### src/rtl/lezb_pkg.sv
package lezb_pkg;
    typedef enum logic [1:0] {
        K_PLAIN  = 2'd0,
        K_PREFIX = 2'd1,
        K_BRANCH = 2'd2,
        K_BREAK  = 2'd3
    } ins_kind_e;
endpackage

### src/rtl/lezb_cond.sv
module lezb_cond #(
    parameter int XLEN = 32
) (
    input  logic [XLEN-1:0] opnd,
    output logic            take
);
    always_comb begin
        take = opnd[XLEN-1] | (opnd == '0);
    end

    // zero must always select the jump
    always_comb begin
        a_r3_zero_taken: assert (opnd != '0 || take);
    end
endmodule

### src/rtl/lezb_offset.sv
module lezb_offset #(
    parameter int XLEN = 32,
    parameter int IMMW = 16
) (
    input  logic            pfx_vld,
    input  logic [IMMW-1:0] pfx_hi,
    input  logic [IMMW-1:0] imm,
    output logic [XLEN-1:0] off
);
    logic [XLEN-1:0] sext_off;
    logic [XLEN-1:0] wide_off;

    assign sext_off = {{(XLEN-IMMW){imm[IMMW-1]}}, imm};

    generate
        if (XLEN == 2*IMMW) begin : g_exact
            assign wide_off = {pfx_hi, imm};
        end else begin : g_ext
            assign wide_off = {{(XLEN-2*IMMW){pfx_hi[IMMW-1]}}, pfx_hi, imm};
        end
    endgenerate

    always_comb begin
        off = pfx_vld ? wide_off : sext_off;
    end
endmodule

### src/rtl/lezb_target.sv
module lezb_target #(
    parameter int XLEN       = 32,
    parameter int INSN_BYTES = 4
) (
    input  logic [XLEN-1:0] pc,
    input  logic [XLEN-1:0] off,
    output logic [XLEN-1:0] jump_pc,
    output logic [XLEN-1:0] seq_pc,
    output logic [XLEN-1:0] skip_pc
);
    localparam logic [XLEN-1:0] STEP  = XLEN'(INSN_BYTES);
    localparam logic [XLEN-1:0] STEP2 = XLEN'(2*INSN_BYTES);

    always_comb begin
        jump_pc = pc + off;
        seq_pc  = pc + STEP;
        skip_pc = pc + STEP2;
    end
endmodule

### src/rtl/lez_branch_unit.sv
module lez_branch_unit #(
    parameter int XLEN           = 32,
    parameter int IMMW           = 16,
    parameter int INSN_BYTES     = 4,
    parameter int STALL_DLY_TKN  = 1,
    parameter int STALL_NODLY_TKN = 2
) (
    input  logic            clk,
    input  logic            rst_n,
    input  logic            ins_valid,
    input  logic [1:0]      ins_kind,
    input  logic            ins_dly,
    input  logic [XLEN-1:0] ins_ra,
    input  logic [IMMW-1:0] ins_imm,
    input  logic            irq_req,
    output logic [XLEN-1:0] fetch_pc,
    output logic            stall,
    output logic            flush,
    output logic            irq_ack,
    output logic            illegal_slot
);
    import lezb_pkg::*;

    localparam int SCW = $clog2(STALL_NODLY_TKN + 1);
    localparam logic [XLEN-1:0] STEP = XLEN'(INSN_BYTES);

    typedef struct packed {
        logic [XLEN-1:0] pc;
        logic [XLEN-1:0] tgt;
        logic [IMMW-1:0] pfx_hi;
        logic            pfx_vld;
        logic            slot;
        logic            irq_pend;
        logic [SCW-1:0]  scnt;
    } bru_state_t;

    bru_state_t st_q, st_d;

    ins_kind_e       kind;
    logic            accept;
    logic            take;
    logic [XLEN-1:0] off;
    logic [XLEN-1:0] jump_pc, seq_pc, skip_pc;
    logic            hold_irq;
    logic            irq_any;

    assign kind   = ins_kind_e'(ins_kind);
    assign stall  = (st_q.scnt != '0);
    assign accept = ins_valid & ~stall;

    lezb_cond #(.XLEN(XLEN)) u_cond (
        .opnd (ins_ra),
        .take (take)
    );

    lezb_offset #(.XLEN(XLEN), .IMMW(IMMW)) u_off (
        .pfx_vld (st_q.pfx_vld),
        .pfx_hi  (st_q.pfx_hi),
        .imm     (ins_imm),
        .off     (off)
    );

    lezb_target #(.XLEN(XLEN), .INSN_BYTES(INSN_BYTES)) u_tgt (
        .pc      (st_q.pc),
        .off     (off),
        .jump_pc (jump_pc),
        .seq_pc  (seq_pc),
        .skip_pc (skip_pc)
    );

    always_comb begin
        st_d         = st_q;
        flush        = 1'b0;
        illegal_slot = 1'b0;

        hold_irq = st_q.slot | (accept & ~st_q.slot & (kind == K_BRANCH) & ins_dly);
        irq_any  = irq_req | st_q.irq_pend;
        irq_ack  = irq_any & ~hold_irq;
        st_d.irq_pend = irq_any & hold_irq;

        if (stall) begin
            st_d.scnt = st_q.scnt - 1'b1;
        end

        if (accept) begin
            st_d.pfx_vld = 1'b0;
            if (st_q.slot) begin
                illegal_slot = (kind != K_PLAIN);
                st_d.slot    = 1'b0;
                st_d.pc      = st_q.tgt;
            end else begin
                unique case (kind)
                    K_PREFIX: begin
                        st_d.pfx_vld = 1'b1;
                        st_d.pfx_hi  = ins_imm;
                        st_d.pc      = seq_pc;
                    end
                    K_BRANCH: begin
                        if (ins_dly) begin
                            st_d.slot = 1'b1;
                            st_d.pc   = seq_pc;
                            st_d.tgt  = take ? jump_pc : skip_pc;
                            st_d.scnt = take ? SCW'(STALL_DLY_TKN) : '0;
                        end else if (take) begin
                            flush     = 1'b1;
                            st_d.pc   = jump_pc;
                            st_d.scnt = SCW'(STALL_NODLY_TKN);
                        end else begin
                            st_d.pc   = seq_pc;
                        end
                    end
                    default: begin
                        st_d.pc = seq_pc;
                    end
                endcase
            end
        end
    end

    always_ff @(posedge clk) begin
        if (!rst_n) begin
            st_q <= '0;
        end else begin
            st_q <= st_d;
        end
    end

    assign fetch_pc = st_q.pc;

    // held input leaves the PC alone
    a_r11_pc_frozen_in_stall: assert property (@(posedge clk) disable iff (!rst_n)
        stall |=> fetch_pc == $past(fetch_pc));

    // a flush is followed by the full no-delay stall
    a_r6_flush_starts_stall: assert property (@(posedge clk) disable iff (!rst_n)
        flush |=> (stall && st_q.scnt == SCW'(STALL_NODLY_TKN)));

    // no acknowledge while a slot is outstanding
    a_r9_no_ack_in_slot: assert property (@(posedge clk) disable iff (!rst_n)
        st_q.slot |-> !irq_ack);

    // the illegal flag only appears for a slot instruction
    a_r10_illegal_needs_slot: assert property (@(posedge clk) disable iff (!rst_n)
        illegal_slot |-> (st_q.slot && accept));

    // a pending slot never flushes
    a_r7_slot_no_flush: assert property (@(posedge clk) disable iff (!rst_n)
        st_q.slot |-> !flush);

    // ordinary instructions step by one word
    a_r2_seq_step: assert property (@(posedge clk) disable iff (!rst_n)
        (accept && !st_q.slot && kind != K_BRANCH) |=> fetch_pc == $past(fetch_pc) + STEP);
endmodule

### config.mk
export PLATFORM = sky130hd
export DESIGN_NAME = lez_branch_unit
export DESIGN_NICKNAME = d
export VERILOG_FILES = /design/src/rtl/lezb_pkg.sv /design/src/rtl/lezb_cond.sv /design/src/rtl/lezb_offset.sv /design/src/rtl/lezb_target.sv /design/src/rtl/lez_branch_unit.sv
export SDC_FILE = /design/constraint.sdc
export NUM_CORES = 1
export LEC_CHECK = 0
export CELL_PAD_IN_SITES_DETAIL_PLACEMENT = 1
export CELL_PAD_IN_SITES_GLOBAL_PLACEMENT = 1
export CORE_UTILIZATION = 30
export CTS_BUF_LIST = sky130_fd_sc_hd__clkbuf_2 sky130_fd_sc_hd__clkbuf_4 sky130_fd_sc_hd__clkbuf_8
export CTS_CLUSTER_DIAMETER = 200
export DETAILED_ROUTE_END_ITERATION = 8
export PLACE_DENSITY = 0.74
export SLEW_MARGIN = 10
export SYNTH_ARGS = -nofsm -noshare
export SYNTH_HDL_FRONTEND = slang
export SYNTH_SLANG_ARGS = --single-unit
### constraint.sdc
create_clock -name clk -period 3.3 [get_ports clk]
set_clock_uncertainty 0.1 [all_clocks]
set_input_delay 0.495 -clock clk [delete_from_list [all_inputs] [get_ports clk]]
set_output_delay 0.495 -clock clk [all_outputs]
set_load 0.01 [all_outputs]
==> results of run 1 <==
==> where the power goes <==
part / switching, mW / internal, mW
Sequential: 0.0516 / 1.07
Clock: 0.424 / 0.440
Combinational: 0.595 / 0.498
==> cell families after synthesis <==
| logic type | count (synthesis) |
|---|---|
| fa+ha+maj | 34 |
| compound gates | 281 |
| mux | 4 |
| simple gates | 372 |
| flops | 85 |
| xor+xnor | 81 |
| buf+inv | 117 |
==> cell usage in the layout, fill, tap and decap left out, types with 10 or more instances in the layout <==
cell,count
or3_1,10
nand3_1,37
a21oi_1,111
nor2_1,72
dfxtp_1,84
o211ai_1,19
nor3_1,20
and3_1,10
xor2_1,35
buf_4,138
a211oi_1,21
nand4_1,24
a21o_1,10
clkdlybuf4s50_1,89
xnor2_1,45
nand2_1,158
ha_1,33
inv_1,15
o21ai_0,44
==> registers in the layout, indices dropped and copies added (netlist names) <==
register / flops
st_q: 53
fetch_pc: 32
==> cell type report <==
cell class / count / area, sq um
Fill cell: 2840 / 13700
Multi-Input combinational cell: 772 / 4760
Timing Repair Buffer: 228 / 1940
Sequential cell: 85 / 1700
Tap cell: 285 / 357
Clock buffer: 11 / 139
Clock inverter: 5 / 75.1
Inverter: 16 / 60.1
==> metrics by stage <==
| stage | utilization | hold slack [ns] | power [mW] | instance area [sq um] | cells |
|---|---|---|---|---|---|
| 6_report | 0.398 | 0.362 | 3.08 | 9030 | 1402 |
| 2_1_floorplan | - | 0.318 | 1.72 | 6960 | 974 |
| 4_1_cts | 0.395 | 0.358 | 3.08 | 8970 | 1402 |
| 3_3_place_gp | 0.386 | 0.333 | 2.19 | 8760 | 1386 |
| 3_5_place_dp | 0.386 | 0.335 | 2.21 | 8760 | 1386 |
| 5_1_grt | 0.398 | 0.380 | 3.23 | 9030 | 1402 |
==> path summary, 6_finish.rpt <==
kind                                   start      endpoint  slack, ns
worst min-delay path                st_q[47]      st_q[47]       0.36
worst min register to register      st_q[47]      st_q[47]       0.36
worst max-delay path              ins_imm[7]  fetch_pc[20]       0.18
worst max register to register  fetch_pc[11]  fetch_pc[30]       0.25
==> metal layers <==
| layer | wire, microns | vias to the layer above |
|---|---|---|
| li1 | - | 3714 |
| met1 | 12500 | 3833 |
| met2 | 14400 | 211 |
| met3 | 1350 | 54 |
| met4 | 1090 | 0 |
| met5 | 0 | - |
==> tightest hold or removal path: stages (launching register included) <==
cell	delay, ns
dfxtp_1	0.32
nand2_1	0.05
o31ai_1	0.05
==> timing repair <==
action / 4_1_cts / 5_1_grt
setup endpoints to repair: 0 / 10
resized for setup: 0 / 12
buffers inserted: 0 / 0
==> summary.txt, run 1 <==
Critical path
  – Critical Path AT: 3.32 ns
  – CP Capture Type: flop
  – Highest-delay cell along the critical path: clkdlybuf4s50_1
  – WS Path Type: in2reg
  – CP Max Fanout: 4
  – Critical path, cell by cell: clkdlybuf4s50_1 > ha_1 > buf_4 > a21o_1 > a221o_1 > a21bo_2 > a221oi_1 > o31ai_1 > xor2_1 > o21ai_0 > nor2_1
  – FF-to-FF path depth: 11
  – Critical path depth in cells: 11
  – CP peak stage delay: 0.44 ns
  – Required @ worst endpoint: 3.50 ns
  – WP buf/inv: 2
  – Critical Path Start Type: primary input
  – Top cell family by delay on the critical path: compound AO/OA/AOI/OAI gates

Run status
  – Status: complete, no violations

Timing
  – Setup violators final: 0
  – RSZ-0062 raised after global routing: false
  – Setup ws final: 0.178 ns
  – Slew @ Worst Pin: 0.864 ns
  – Final hold violations: 0
  – Tcrit/Tclk final: 0.946
  – Slew Limit Headroom: 0.422
  – Slew Limit Fails: 0
  – Period minus WS final: 3.12 ns
  – Setup TNS: 0 ns
  – FMAX: 0.320 GHz

Route
  – Via density: 5.57
  – Final wirelength: 29300 microns
  – DRC Markers: 0
  – First-pass DRT Iterations: 5
  – DR WL/cell: 20.9 microns
  – Remaining antenna violation count after routing: 0
  – Initial DRC Count: 522
  – Via count: 7812

Synth
  – Synth unique cells: 67
  – Top post-synthesis cells by area: dfxtp_1, nand2_1, a21oi_1, ha_1, xnor2_1
  – Most common cell in the netlist: nand2_1
  – Syn Inst Count: 974
  – Ys Warns: 0
  – Post-Synthesis Net Count: 1063
  – Synth Area in XOR/XNOR: 0.102
  – Compound-Gate Fraction of Synth Area: 0.257
  – Multiplexer area fraction after synthesis: 0.00575
  – Post-synth top flop: dfxtp_1
  – Register bit total from synthesis: 85
  – Synthesized cell area: 6960 sq um
  – Post-synthesis sequential area ratio: 0.244
  – Syn avg cell area: 7.15 sq um
  – Largest family of logic cells by synthesized area: compound AO/OA/AOI/OAI gates
  – Yosys top cell area share: 0.244
  – Area share of fa/ha/maj cells after synthesis: 0.0622
  – Async SR Flop Fraction: 0
  – Post-Synth Simple-Gate Area: 0.246
  – Number of synthesized flops with an enable pin: 0
  – Synth cell count leaders: nand2_1, a21oi_1, dfxtp_1, nor2_1, clkbuf_1
  – Area leader, netlist: dfxtp_1

Clocking
  – CTS tree: yes
  – CTS Root Buffer Type: clkbuf_8
  – Inserted Clock Buffers: 9
  – Num Clock Sinks: 85
  – CTS clk-pin slew, worst paths: 0.09 ns
  – Hold buffer count at CTS: 0
  – CTS H-Tree Depth: 3
  – Clock Latency Late Sink: 0.40 ns
  – CTS Buffer Depth: 2

Floorplan
  – Die width: 154 microns
  – Die height: 154 microns
  – Initial Utilization: 0.307
  – Die Area: 23800 sq um
  – # rows: 55
  – Top Ports: 91
  – Core area: 22700 sq um

GRT
  – Largest net degree at the start of global routing: 44
  – Gr ovfl total: 0
  – Met2 Usage GRT: 0.439
  – First-pass GRT wire length: 45600 microns
  – Grt met3 use: 0.0375
  – M1 GR Usage: 0.301
  – All-layer global routing usage: 0.249
  – Most crowded layer after global routing: met2
  – Vias in the first global route: 8202
  – Antenna violations before repair: 0

Pwr
  – Static leakage: 3.55 nW
  – PwrDens: 341 nW/um^2
  – Max IR drop VDD: 0.000184 V

Layout
  – Area Growth Syn to Fin: 29.8%
  – Layout cells sized above 1: 0.165
  – Ant diodes: 0
  – Post-layout net count: 1201

Placement
  – RePlAce Congestion: 0.946
  – PortBufs: 90
  – Dpl ws: -0.306 ns
  – Post-DP HPWL: 22300 microns

Worst hold path
  – HP Class: reg2reg
  – Hold depth: 2

Job
  – Max_cap viols: 0
No activity file was read; power rests on OpenSTA's default activity.
==> run 2: changes to the inputs <==
--- a/config.mk
+++ b/config.mk
@@ -7,6 +7,7 @@
 export LEC_CHECK = 0
 export CELL_PAD_IN_SITES_DETAIL_PLACEMENT = 1
 export CELL_PAD_IN_SITES_GLOBAL_PLACEMENT = 1
+export CORE_ASPECT_RATIO = 0.9
 export CORE_UTILIZATION = 30
 export CTS_BUF_LIST = sky130_fd_sc_hd__clkbuf_2 sky130_fd_sc_hd__clkbuf_4 sky130_fd_sc_hd__clkbuf_8
 export CTS_CLUSTER_DIAMETER = 200
==> summary.txt, run 2 (synthesized netlist as in run 1, its figures left out) <==
Layout
  – Largest reg by FF count: st_q (unchanged)
  – Post-layout net count: 1201 (unchanged)
  – Area Growth Syn to Fin: 29.9% (was 29.8%)
  – Fillers: 2866 (was 2840)
  – Layout cells sized above 1: 0.162 (was 0.165)
  – Ant diodes: 0 (unchanged)
  – Most common cell after layout, fill and taps aside: nand2_1 (unchanged)
  – Max reg flops: 53 (unchanged)
  – Finished Layout Cells: 1414 (was 1402)
  – Commonest non-fill, non-tap cells in the layout: nand2_1, buf_4, a21oi_1, clkdlybuf4s50_1, dfxtp_1 (unchanged)

Critical path
  – Critical path depth in cells: 11 (unchanged)
  – Highest-delay cell along the critical path: o31ai_2 (was clkdlybuf4s50_1)
  – WP buf/inv: 2 (unchanged)
  – Critical Path AT: 3.39 ns (was 3.32 ns)
  – CP endpoint: st_q[52] (was fetch_pc[20])
  – WS Path Type: in2reg (unchanged)
  – Critical Path Start Type: primary input (unchanged)
  – R2r setup slk: 0.27 ns (was 0.25 ns)
  – Reg2reg end: fetch_pc[30] (unchanged)
  – Top cell family by delay on the critical path: compound AO/OA/AOI/OAI gates (unchanged)
  – CP peak stage delay: 0.50 ns (was 0.44 ns)
  – Critical path, cell by cell: clkdlybuf4s50_1 > buf_4 > ha_1 > a21o_1 > and4_1 > o21ai_0 > o221ai_1 > a31oi_2 > o31ai_2 > mux2i_1 > a21oi_1 (was clkdlybuf4s50_1 > ha_1 > buf_4 > a21o_1 > a221o_1 > a21bo_2 > a221oi_1 > o31ai_1 > xor2_1 > o21ai_0 > nor2_1)
  – FF-to-FF path depth: 13 (was 11)
  – FF-to-FF Start: st_q[4] (was fetch_pc[11])
  – CP startpoint: ins_imm[1] (was ins_imm[7])
  – Required @ worst endpoint: 3.46 ns (was 3.50 ns)
  – CP Max Fanout: 3 (was 4)
  – CP Capture Type: flop (unchanged)

Clocking
  – CTS Root Buffer Type: clkbuf_8 (unchanged)
  – CTS Buffer Depth: 2 (unchanged)
  – Clock Latency Late Sink: 0.40 ns (about the same)
  – Hold buffer count at CTS: 0 (unchanged)
  – Num Clock Sinks: 85 (unchanged)
  – CTS clk-pin slew, worst paths: 0.10 ns (was 0.09 ns)
  – CTS H-Tree Depth: 3 (unchanged)
  – Inserted Clock Buffers: 9 (unchanged)
  – CTS tree: yes (unchanged)

Floorplan
  – Die width: 163 microns (was 154 microns)
  – Die Area: 23800 sq um (about the same)
  – Core area: 22600 sq um (was 22700 sq um)
  – Initial Utilization: 0.307 (about the same)
  – # rows: 52 (was 55)
  – Die height: 147 microns (was 154 microns)
  – Top Ports: 91 (unchanged)

Placement
  – Dpl ws: -0.274 ns (was -0.306 ns)
  – Post-DP HPWL: 22400 microns (was 22300 microns)
  – Dpl cells: 1397 (was 1386)
  – RePlAce Congestion: 0.908 (was 0.946)
  – PortBufs: 90 (unchanged)

Pwr
  – PwrDens: 334 nW/um^2 (was 341 nW/um^2)
  – Max IR drop VDD: 0.000183 V (was 0.000184 V)
  – Static leakage: 3.55 nW (about the same)

Route
  – DRC Markers: 0 (unchanged)
  – Via count: 7876 (was 7812)
  – DR WL/cell: 21.0 microns (was 20.9 microns)
  – Initial DRC Count: 521 (was 522)
  – Remaining antenna violation count after routing: 0 (unchanged)
  – Final wirelength: 29600 microns (was 29300 microns)
  – Via density: 5.57 (about the same)
  – First-pass DRT Iterations: 5 (unchanged)

Timing
  – Setup violators final: 0 (unchanged)
  – Slew Limit Headroom: 0.343 (was 0.422)
  – RSZ-0062 raised after global routing: false (unchanged)
  – Slew Limit Fails: 0 (unchanged)
  – Setup ws final: 0.0763 ns (was 0.178 ns)
  – FMAX: 0.310 GHz (was 0.320 GHz)
  – Hold slack: 0.349 ns (was 0.362 ns)
  – Tcrit/Tclk final: 0.977 (was 0.946)
  – Final hold violations: 0 (unchanged)
  – Period minus WS final: 3.22 ns (was 3.12 ns)
  – Slew @ Worst Pin: 0.981 ns (was 0.864 ns)

GRT
  – Vias in the first global route: 7934 (was 8202)
  – Gr ovfl total: 0 (unchanged)
  – All-layer global routing usage: 0.251 (was 0.249)
  – Largest net degree at the start of global routing: 47 (was 44)
  – Antenna violations before repair: 0 (unchanged)
  – First-pass GRT wire length: 45500 microns (was 45600 microns)

Worst hold path
  – Hold depth: 2 (unchanged)
  – HP Class: reg2reg (unchanged)

Job
  – Max_cap viols: 0 (unchanged)

Run status
  – Status: complete, no violations (unchanged)
## run 2: area by class of cell
class                           instances  area (sq um)  share of cell area
Clock buffer                            9           124              0.0137
Clock inverter                          7          73.8             0.00816
Inverter                               16          60.1             0.00664
Multi-Input combinational cell        772          4750               0.525
Sequential cell                        85          1700               0.188
Tap cell                              297           372              0.0411
Timing Repair Buffer                  228          1960               0.217
## run 2: routing by layer
layer / track usage / share of wire / vias up
met4: 0.0995 / 0.039 / 0
met5: 0 / 0 / -
li1: - / - / 3709
met2: 0.412 / 0.46 / 254
met1: 0.323 / 0.45 / 3846
met3: 0.0469 / 0.059 / 67
## run 2: worst min path at each step
stage | slack, ns | to | from
4_1_cts | 0.35 | st_q[50] | st_q[50]
3_3_place_gp | 0.34 | st_q[47] | st_q[47]
2_1_floorplan | 0.32 | st_q[47] | st_q[47]
5_1_grt | 0.37 | st_q[28] | st_q[28]
6_report | 0.35 | st_q[50] | st_q[50]
3_5_place_dp | 0.34 | st_q[50] | st_q[50]
## run 2: what timing repair did
action,4_1_cts,5_1_grt
endpoints found under the setup margin,0,5
gates resized for setup,0,9
buffers inserted,0,1
## run 2: where the power goes
part / switching (mW) / leakage [nW] / total, mW / internal [mW]
combinational: 0.598 / 2.76 / 1.10 / 0.498
sequential: 0.0495 / 0.693 / 1.12 / 1.07
clock: 0.450 / 0.0996 / 0.803 / 0.353
total: 1.10 / 3.55 / 3.02 / 1.92
## run 2: per-stage QoR
stage	TNS [ns]	instance area, sq um	util	total power [mW]
after global placement	-4.30	8790	0.388	2.19
after CTS	0	8990	0.397	3.02
final	0	9040	0.399	3.02
after global routing	0	9040	0.399	3.17
after floorplan	0	6960	-	1.72
after detailed placement	-4.61	8790	0.388	2.21
## run 2: worst reg2reg max path, cell delays in order, from the launching register on
cell and delay [ns]:
dfxtp_1 0.43, buf_4 0.21, nand2_1 0.10, nand2_1 0.10
ha_1 0.25, a21oi_1 0.25, nand3_1 0.12, a211o_1 0.25
nand3_1 0.14, a21oi_1 0.09, buf_4 0.16, a221oi_2 0.34
xor2_1 0.11, a221oi_1 0.29
